### config.mk
export PLATFORM = sky130hd
export DESIGN_NAME = serial_rx_twoslot
export DESIGN_NICKNAME = d
export VERILOG_FILES = /design/src/rtl/serial_rx_pkg.sv /design/src/rtl/serial_rx_shifter.sv /design/src/rtl/serial_rx_store.sv /design/src/rtl/serial_rx_twoslot.sv
export SDC_FILE = /design/constraint.sdc
export NUM_CORES = 1
export LEC_CHECK = 0
export ABC_AREA = 0
export BUFFER_PORTS_ARGS = -buffer_cell sky130_fd_sc_hd__buf_2
export CAP_MARGIN = 10
export CORE_ASPECT_RATIO = 0.9
export CORE_UTILIZATION = 42
export DETAILED_ROUTE_END_ITERATION = 6
export HOLD_SLACK_MARGIN = 0.12
export SLEW_MARGIN = 20
export SYNTH_ARGS = -nofsm -noshare
export SYNTH_HDL_FRONTEND = slang
export SYNTH_HIERARCHICAL = 1
export SYNTH_SLANG_ARGS = --single-unit
### constraint.sdc
create_clock -name clk -period 2.1 [get_ports clk]
set_input_delay 0.315 -clock clk [delete_from_list [all_inputs] [get_ports clk]]
set_output_delay 0.315 -clock clk [all_outputs]
set_load 0.01 [all_outputs]
### src/rtl/serial_rx_pkg.sv
package serial_rx_pkg;

  typedef enum logic [2:0] {
    PH_IDLE     = 3'd0,
    PH_HOLD     = 3'd1,
    PH_SHIFT    = 3'd2,
    PH_ACK_WAIT = 3'd3,
    PH_ACK      = 3'd4
  } rx_phase_e;

  // Append a new bit at the least significant end (first bit ends up on top).
  function automatic logic [7:0] shift_msb_first(input logic [7:0] cur, input logic bit_in);
    return {cur[6:0], bit_in};
  endfunction

  // Fill level after one cycle of store traffic.
  function automatic logic [1:0] next_fill(input logic [1:0] fill, input logic push, input logic pop);
    logic [1:0] f;
    f = fill;
    if (push) f = f + 2'd1;
    if (pop && fill != 2'd0) f = f - 2'd1;
    return f;
  endfunction

endpackage

### src/rtl/serial_rx_shifter.sv
module serial_rx_shifter
  import serial_rx_pkg::*;
#(
  parameter int DATA_W = 8,
  localparam int CNT_W = $clog2(DATA_W + 1)
) (
  input  logic              clk,
  input  logic              rst_n,
  input  logic              abort,
  input  logic              ack_en,
  input  logic              arm,
  input  logic              scl_rise,
  input  logic              scl_fall,
  input  logic              sda_in,
  input  logic              room,
  input  logic              pop,
  output logic              push,
  output logic [DATA_W-1:0] push_data,
  output logic              sda_drive,
  output logic              scl_hold,
  output logic              shifting
);

  localparam logic [CNT_W-1:0] LAST_BIT = CNT_W'(DATA_W - 1);

  rx_phase_e         phase;
  logic [CNT_W-1:0]  bit_cnt;
  logic [DATA_W-1:0] sh_reg;
  logic              bit_done;

  assign shifting  = (phase == PH_SHIFT);
  assign bit_done  = shifting && scl_rise;
  assign push      = bit_done && (bit_cnt == LAST_BIT) && !abort;
  assign push_data = shift_msb_first(sh_reg, sda_in);

  always_ff @(posedge clk) begin
    if (!rst_n) begin
      phase     <= PH_IDLE;
      bit_cnt   <= '0;
      sh_reg    <= '0;
      sda_drive <= 1'b0;
      scl_hold  <= 1'b0;
    end else if (abort) begin
      phase     <= PH_IDLE;
      bit_cnt   <= '0;
      sda_drive <= 1'b0;
      scl_hold  <= 1'b0;
    end else begin
      unique case (phase)
        PH_IDLE: begin
          if (arm) begin
            bit_cnt <= '0;
            if (room) begin
              phase <= PH_SHIFT;
            end else begin
              phase    <= PH_HOLD;
              scl_hold <= 1'b1;
            end
          end
        end
        PH_HOLD: begin
          if (pop) begin
            phase    <= PH_SHIFT;
            scl_hold <= 1'b0;
            bit_cnt  <= '0;
          end
        end
        PH_SHIFT: begin
          if (scl_rise) begin
            sh_reg <= push_data;
            if (bit_cnt == LAST_BIT) begin
              phase   <= PH_ACK_WAIT;
              bit_cnt <= '0;
            end else begin
              bit_cnt <= bit_cnt + 1'b1;
            end
          end
        end
        PH_ACK_WAIT: begin
          if (scl_fall) begin
            sda_drive <= ack_en;
            phase     <= PH_ACK;
          end
        end
        PH_ACK: begin
          if (scl_fall) begin
            sda_drive <= 1'b0;
            phase     <= PH_IDLE;
          end
        end
        default: phase <= PH_IDLE;
      endcase
    end
  end

  // no clock hold while bits are being taken in
  assert_hold_not_shifting_R8: assert property (@(posedge clk) disable iff (!rst_n)
    scl_hold |-> !shifting);

  // acknowledge drive only starts when enabled
  assert_ack_only_enabled_R3: assert property (@(posedge clk) disable iff (!rst_n)
    $rose(sda_drive) |-> $past(ack_en));

  // abort releases both bus outputs
  assert_abort_release_R9: assert property (@(posedge clk) disable iff (!rst_n)
    abort |=> (!sda_drive && !scl_hold));

  // hold persists until a confirm
  assert_hold_persist_R6: assert property (@(posedge clk) disable iff (!rst_n)
    (scl_hold && !pop && !abort) |=> scl_hold);

endmodule

### src/rtl/serial_rx_store.sv
module serial_rx_store
  import serial_rx_pkg::*;
#(
  parameter int DATA_W = 8
) (
  input  logic              clk,
  input  logic              rst_n,
  input  logic              push,
  input  logic [DATA_W-1:0] din,
  input  logic              pop,
  output logic              valid,
  output logic              ready,
  output logic [DATA_W-1:0] dout
);

  logic [1:0]        fill;
  logic [DATA_W-1:0] slot_head;
  logic [DATA_W-1:0] slot_tail;
  logic              pop_eff;

  assign pop_eff = pop && (fill != 2'd0);
  assign valid   = (fill != 2'd0);
  assign ready   = (fill != 2'd2);
  assign dout    = slot_head;

  always_ff @(posedge clk) begin
    if (!rst_n) begin
      fill      <= 2'd0;
      slot_head <= '0;
      slot_tail <= '0;
    end else begin
      fill <= next_fill(fill, push, pop);
      if (pop_eff && fill == 2'd2) begin
        slot_head <= slot_tail;
      end else if (push && (fill == 2'd0 || (fill == 2'd1 && pop_eff))) begin
        slot_head <= din;
      end else if (push && fill == 2'd1) begin
        slot_tail <= din;
      end
    end
  end

  // never a third byte
  assert_no_overflow_R5: assert property (@(posedge clk) disable iff (!rst_n)
    push |-> ready);

  // draining a full store leaves one byte presented and a free slot
  assert_full_pop_keeps_R7: assert property (@(posedge clk) disable iff (!rst_n)
    (pop && !ready && !push) |=> (valid && ready));

  // confirming the only byte empties the store
  assert_last_pop_empty_R4: assert property (@(posedge clk) disable iff (!rst_n)
    (pop && valid && ready && !push) |=> !valid);

  // a push on a held byte keeps the presented byte
  assert_head_kept_R5: assert property (@(posedge clk) disable iff (!rst_n)
    (push && valid && ready && !pop) |=> (dout == $past(dout)));

endmodule

### src/rtl/serial_rx_twoslot.sv
module serial_rx_twoslot
  import serial_rx_pkg::*;
#(
  parameter int DATA_W = 8
) (
  input  logic              clk,
  input  logic              rst_n,
  input  logic              bus_cond,
  input  logic              ack_en,
  input  logic              rx_arm,
  input  logic              scl_rise,
  input  logic              scl_fall_dly,
  input  logic              sda_in,
  output logic              sda_drive,
  output logic              scl_hold,
  output logic              rx_valid,
  output logic              rx_ready,
  output logic [DATA_W-1:0] rx_data,
  input  logic              rx_take
);

  logic              push_ev;
  logic [DATA_W-1:0] push_byte;
  logic              room_ev;
  logic              shifting_ev;

  assign room_ev = rx_ready || rx_take;

  serial_rx_shifter #(.DATA_W(DATA_W)) u_shift (
    .clk       (clk),
    .rst_n     (rst_n),
    .abort     (bus_cond),
    .ack_en    (ack_en),
    .arm       (rx_arm),
    .scl_rise  (scl_rise),
    .scl_fall  (scl_fall_dly),
    .sda_in    (sda_in),
    .room      (room_ev),
    .pop       (rx_take),
    .push      (push_ev),
    .push_data (push_byte),
    .sda_drive (sda_drive),
    .scl_hold  (scl_hold),
    .shifting  (shifting_ev)
  );

  serial_rx_store #(.DATA_W(DATA_W)) u_store (
    .clk   (clk),
    .rst_n (rst_n),
    .push  (push_ev),
    .din   (push_byte),
    .pop   (rx_take),
    .valid (rx_valid),
    .ready (rx_ready),
    .dout  (rx_data)
  );

  // hold only ever raised while the store is full
  assert_hold_when_full_R6: assert property (@(posedge clk) disable iff (!rst_n)
    $rose(scl_hold) |-> !rx_ready);

  // abort never loses a stored byte
  assert_abort_keeps_R9: assert property (@(posedge clk) disable iff (!rst_n)
    (bus_cond && rx_valid && !rx_take) |=> rx_valid);

endmodule

After elaboration in Yosys (flattened, before gate mapping)

Index checks and enable logic that the tools add are counted.

Output and inout bits: 12
Register bits: 34
Bits of input ports: 9
Word-level logic and storage cells: 80

Equal/unequal tests: 15
Reductions and logical operators: 25
Bitwise operators: 4
Mux-type cells: 25
Add/subtract/negate cells: 3

Operators with widths:

| cell                                           | count |
|---|---|
| 2-to-1 mux 3 bit                               | 6 |
| 2-to-1 mux 4 bit                               | 4 |
| 2-to-1 mux 8 bit                               | 2 |
| != test 2 bit (second input constant)          | 8 |
| case mux 3 bit (5 select lines)                | 1 |
| case mux 4 bit (3 select lines)                | 1 |
| AND reduction 3 bit                            | 3 |
| logical AND 1 bit                              | 8 |
| 2-to-1 mux 2 bit                               | 4 |
| AND reduction 4 bit                            | 2 |
| nonzero test 2 bit                             | 4 |
| == test 3 x 2 -> 1 bit (second input constant) | 2 |
| AND reduction 6 bit                            | 1 |
| 2-to-1 mux 1 bit                               | 5 |
| adder 4 x 1 -> 4 bit (second input constant)   | 1 |
| == test 4 x 3 -> 1 bit (second input constant) | 1 |
| NOT 1 bit                                      | 4 |
| case mux 1 bit (2 select lines)                | 2 |
| == test 3 x 1 -> 1 bit (second input constant) | 1 |
| == test 3 bit (second input constant)          | 1 |
| zero test 3 bit                                | 1 |
| nonzero test 3 bit                             | 1 |
| adder 2 x 1 -> 2 bit (second input constant)   | 1 |
| == test 2 x 1 -> 1 bit (second input constant) | 1 |
| other kinds (6)                                | 7 |

Longest topological paths before layout

Word-level depth: 8
Gate-level depth with buffers: 8
Mapped depth without buffers: 8

Hierarchy

Netlist, hierarchy kept.

By module, submodules not included:

| module            | seq. area each (um^2) | area an instance (um^2) | cells each | times used |
|---|---|---|---|---|
| serial_rx_shifter | 320.3                 | 873.3                   | 89         | 1 |
| serial_rx_store   | 360.3                 | 855.8                   | 94         | 1 |
| serial_rx_twoslot | 0.0                   | 6.3                     | 1          | 1 |

Worst setup path after synthesis

Ideal clock, no wire load.

Path kind: register to register
From: register u_shift.bit_cnt[0]
To: register u_store.slot_tail[0]
Setup slack: 0.338 ns
Stages on the path, launching flop included: 8
Setup time: 0.116 ns
Clock period less this slack: 1.762 ns
Required time: 1.984 ns
Buffers on the path: 1
Arrival time: 1.646 ns
Cell sequence: dfxtp_1 ha_1 nand3b_1 nor3_1 and4bb_2 buf_6 mux2i_1 nor2b_1

Word-level cells in the longest chain between the ends: 6
Elaborated cells between the ends (all ways): 7
Those cells by class: 1 x eq/ne; 1 x bitwise; 5 x reduce/logical

Ends and longest elaborated chain:

| what                             | RTL line                | source |
|---|---|---|
| start, declared                  | serial_rx_shifter.sv:27 | `logic [CNT_W-1:0] bit_cnt;` |
| start signal, assigned           | serial_rx_shifter.sv:75 | `bit_cnt <= bit_cnt + 1'b1;` |
| == test 4 x 3 -> 1 bit *         | serial_rx_shifter.sv:33 | `assign push = bit_done && (bit_cnt == LAST_BIT) && !abort;` |
| logical AND 1 bit * (2 in a row) | serial_rx_shifter.sv:33 |  |
| net push_ev                      | serial_rx_twoslot.sv:22 | `logic push_ev;` |
| logical AND 1 bit                | serial_rx_store.sv:35   | `end else if (push && (fill == 2'd0 \|\| (fill == 2'd1 && pop_eff))) begin` |
| NOT 1 bit (no line)              | -                       |  |
| AND reduction 3 bit (no line) *  | -                       |  |
| end signal, assigned             | serial_rx_store.sv:38   | `slot_tail <= din;` |
| end, declared                    | serial_rx_store.sv:18   | `logic [DATA_W-1:0] slot_tail;` |

The timed path passes the listed nets; every way through them passes the cells marked *.
A chain may end at the register's enable or synchronous reset.

Worst setup path in the final report

From: register u_shift.bit_cnt[0]
To: register u_store.slot_tail[7]

The elaborated chain is that of the path after synthesis.

==> metrics <==
area leader, netlist=dfxtp_1; CP Data Required Time=2.29 ns; PD cells=764 mW/mm^2; Critical Path AT=2.08 ns; setup repair bufs after CTS=0; area fraction of the dominant cell type after synthesis=0.392; register bit count reported by yosys=34; Clock Sinks=34; DIE AREA=0.00439 mm^2; Worst VDD drop=0.593 mV; Final nets=roughly 220; # H-tree levels=2; routability cong.=0.839; crit-path max FO=8; Post-Synthesis Cells=between 150 and 200; area of the multi-input gates=981 um^2; GRT overflow=0; final worst path period share=0.900; Starting Density=0.452; FP Rows=21; initial antenna violation count=0; fin crit period=1.89 ns; Slew Viols, Final=0; PostCTS Resize Cnt=0; outcome=completed; Worst Hold Class=input port to flip-flop; Max-cap violations=0; Top FF cell, synth=dfxtp_1; Reg clk slew, reported paths=around 0.08 ns; Die Span Y=63.0 um; Syn Area/Cell=approximately 9.4 um^2; filler instances=358; vias in the first global route=1,272; Design Area, Final=0.00202 mm^2; Synth top cells by count=34 x dfxtp_1, 18 x nor2b_1, 18 x o21ai_0, 15 x mux2i_1, 11 x nand3_1; CTS tree=built; Setup Viol. Count Final=0; Area after DPL=0.00188 mm^2; Yosys Warn Count=6; total number of vias=between 1k and 1.5k; Leakage Power=0.706 nW; Post-Synth Adder-Cell Area=0.0288; Post-Synth Simple-Gate Area=0.252; Rel. slew slack=0.683; total wire length=3430 um; vias per cell=5.55; multiplexer area fraction after synthesis=0.0930; Layout area overhead=16.7%; final core occ=0.528; maximum clock rate=529 MHz; port bufs=20; Worst-Skew Late Latency=0.29 ns; post-route ant nets=0; post-DP HPWL=2510 um; XOR/XNOR Fraction of Synth Area=0.0151; top post-synthesis cells by area=dfxtp_1 39%, mux2i_1 8.7%, nor2b_1 6.5%; post-synthesis compound-gate area fraction=0.174; # diodes=0; GRT Total Usage=0.170; DRT Pass-1 Iters=4; RSZ-0062 raised after global routing=false; Final Skew=0.0106 ns; largest family of logic cells by synthesized area=simple AND/OR/NAND/NOR gates; Clock Path Buffers=2; sequential element share of the synthesized area=0.392; DR WL/cell=13.5 um; first-pass GRT wire length=around 6000 um; number of distinct library cells after synthesis=45; CTS hold repair buffers=0; sequential cell area=681 um^2; crit end category=flip-flop; share of post-route cells with drive strength above 1=0.230; largest net degree at the start of global routing=20; Root Driver=clkbuf_8; IO Pins=21; die width=69.8 um; Net Count, Synth=197; Least-Margin Pin Slew=about 0.48 ns; CP startpoint kind=flip-flop; kind of critical path=flip-flop to flip-flop; count leader, synth=dfxtp_1; Core ar.=roughly 0.0038 mm^2; Mapped Area=0.00174 mm^2; TritonCTS Buffers=5; drt drc=0; Post-synth ARST share=0; Initial DRC Count=104; Final Hold Vio Count=0; setup_tns=0 ns; number of synthesized flops with an enable pin=0
-- layout by cell type (no fill, tap or decap), drive strengths merged, types with 2 or more instances in the layout --
master / Yosys / layout
o21ai: 19 / 19
buf: 7 / 26
nand3: 11 / 11
nand2: 7 / 7
nand3b: 4 / 4
ha: 4 / 4
nor3: 2 / 2
a21oi: 10 / 10
nand4b: 2 / 2
o22ai: 2 / 2
dfxtp: 34 / 34
o21bai: 2 / 2
nand2b: 2 / 2
a211oi: 2 / 2
inv: 6 / 6
a31oi: 9 / 9
bufinv: 0 / 2
or2: 2 / 2
nor3b: 3 / 3
xor2: 2 / 2
nor4: 2 / 2
nor2b: 18 / 18
nor2: 4 / 4
mux2i: 15 / 15
clkbuf: 2 / 5
-- layout make-up --
| type | instances | area share |
|---|---|---|
| multi-input combinational | 135 | 0.485 |
| clock buffer | 5 | 0.0340 |
| clock inverter | 3 | 0.0340 |
| tap | 46 | 0.0284 |
| timing repair buffer | 26 | 0.0717 |
| inverter | 6 | 0.0111 |
| sequential | 34 | 0.336 |
-- logic make-up (layout without fill, tap and decap cells) --
| family | Yosys count | after routing |
|---|---|---|
| AOI/OAI and AO/OA | 48 | 48 |
| xor gates and xnor gates | 3 | 3 |
| adders and majority gates | 4 | 4 |
| buffers and inverters | 15 | 40 |
| DFF | 34 | 34 |
| muxes | 16 | 16 |
| and+or+nand+nor | 64 | 64 |
-- metrics by stage --
| stage | total power, mW | setup slack (ns) | std cells | hold slack, ns |
|---|---|---|---|---|
| 4_1_cts | 1.56 | 0.129 | 255 | 0.307 |
| 5_1_grt | 1.61 | 0.0299 | 255 | 0.353 |
| 6_report | 1.55 | 0.209 | 255 | 0.317 |
| 2_1_floorplan | 0.790 | 0.338 | 184 | 0.443 |
| 3_3_place_gp | 0.833 | 0.268 | 247 | 0.473 |
| 3_5_place_dp | 0.837 | 0.124 | 247 | 0.477 |
-- power breakdown --
part	total [mW]	switching, mW	internal, mW
Sequential	0.661	0.00861	0.652
Combinational	0.162	0.0939	0.0677
Clock	0.723	0.248	0.475
-- final timing paths --
kind,endpoint,cells past startpoint,start,slack [ns]
setup / recovery,u_store/slot_tail[7]$_SDFFE_PN0P_,6,u_shift/bit_cnt[0]$_SDFFE_PP0P_,0.21
hold / removal,u_shift/sda_drive$_SDFFE_PP0P_,3,ack_en,0.32
setup reg to reg,u_store/slot_tail[7]$_SDFFE_PN0P_,6,u_shift/bit_cnt[0]$_SDFFE_PP0P_,0.21
hold reg to reg,u_store/dout[4]$_SDFFE_PN0P_,2,u_store/dout[4]$_SDFFE_PN0P_,0.49
-- per-layer routing --
layer | global-route usage | up-vias | part of all wire
li1 | - | 710 | -
met1 | 0.247 | 670 | 0.53
met2 | 0.239 | 29 | 0.41
met3 | 0.0468 | 5 | 0.042
met4 | 0.0625 | 0 | 0.015
met5 | 0 | - | 0
-- worst max-delay path, cell delays in order, from the launching register on --
cell and delay, ns:
dfxtp_1 0.39, ha_1 0.25, nand3b_1 0.19, nor3_2 0.23, and4bb_2 0.43, mux2i_1 0.25
nor2b_1 0.06
Note: power is estimated with default switching activity, not from simulation.
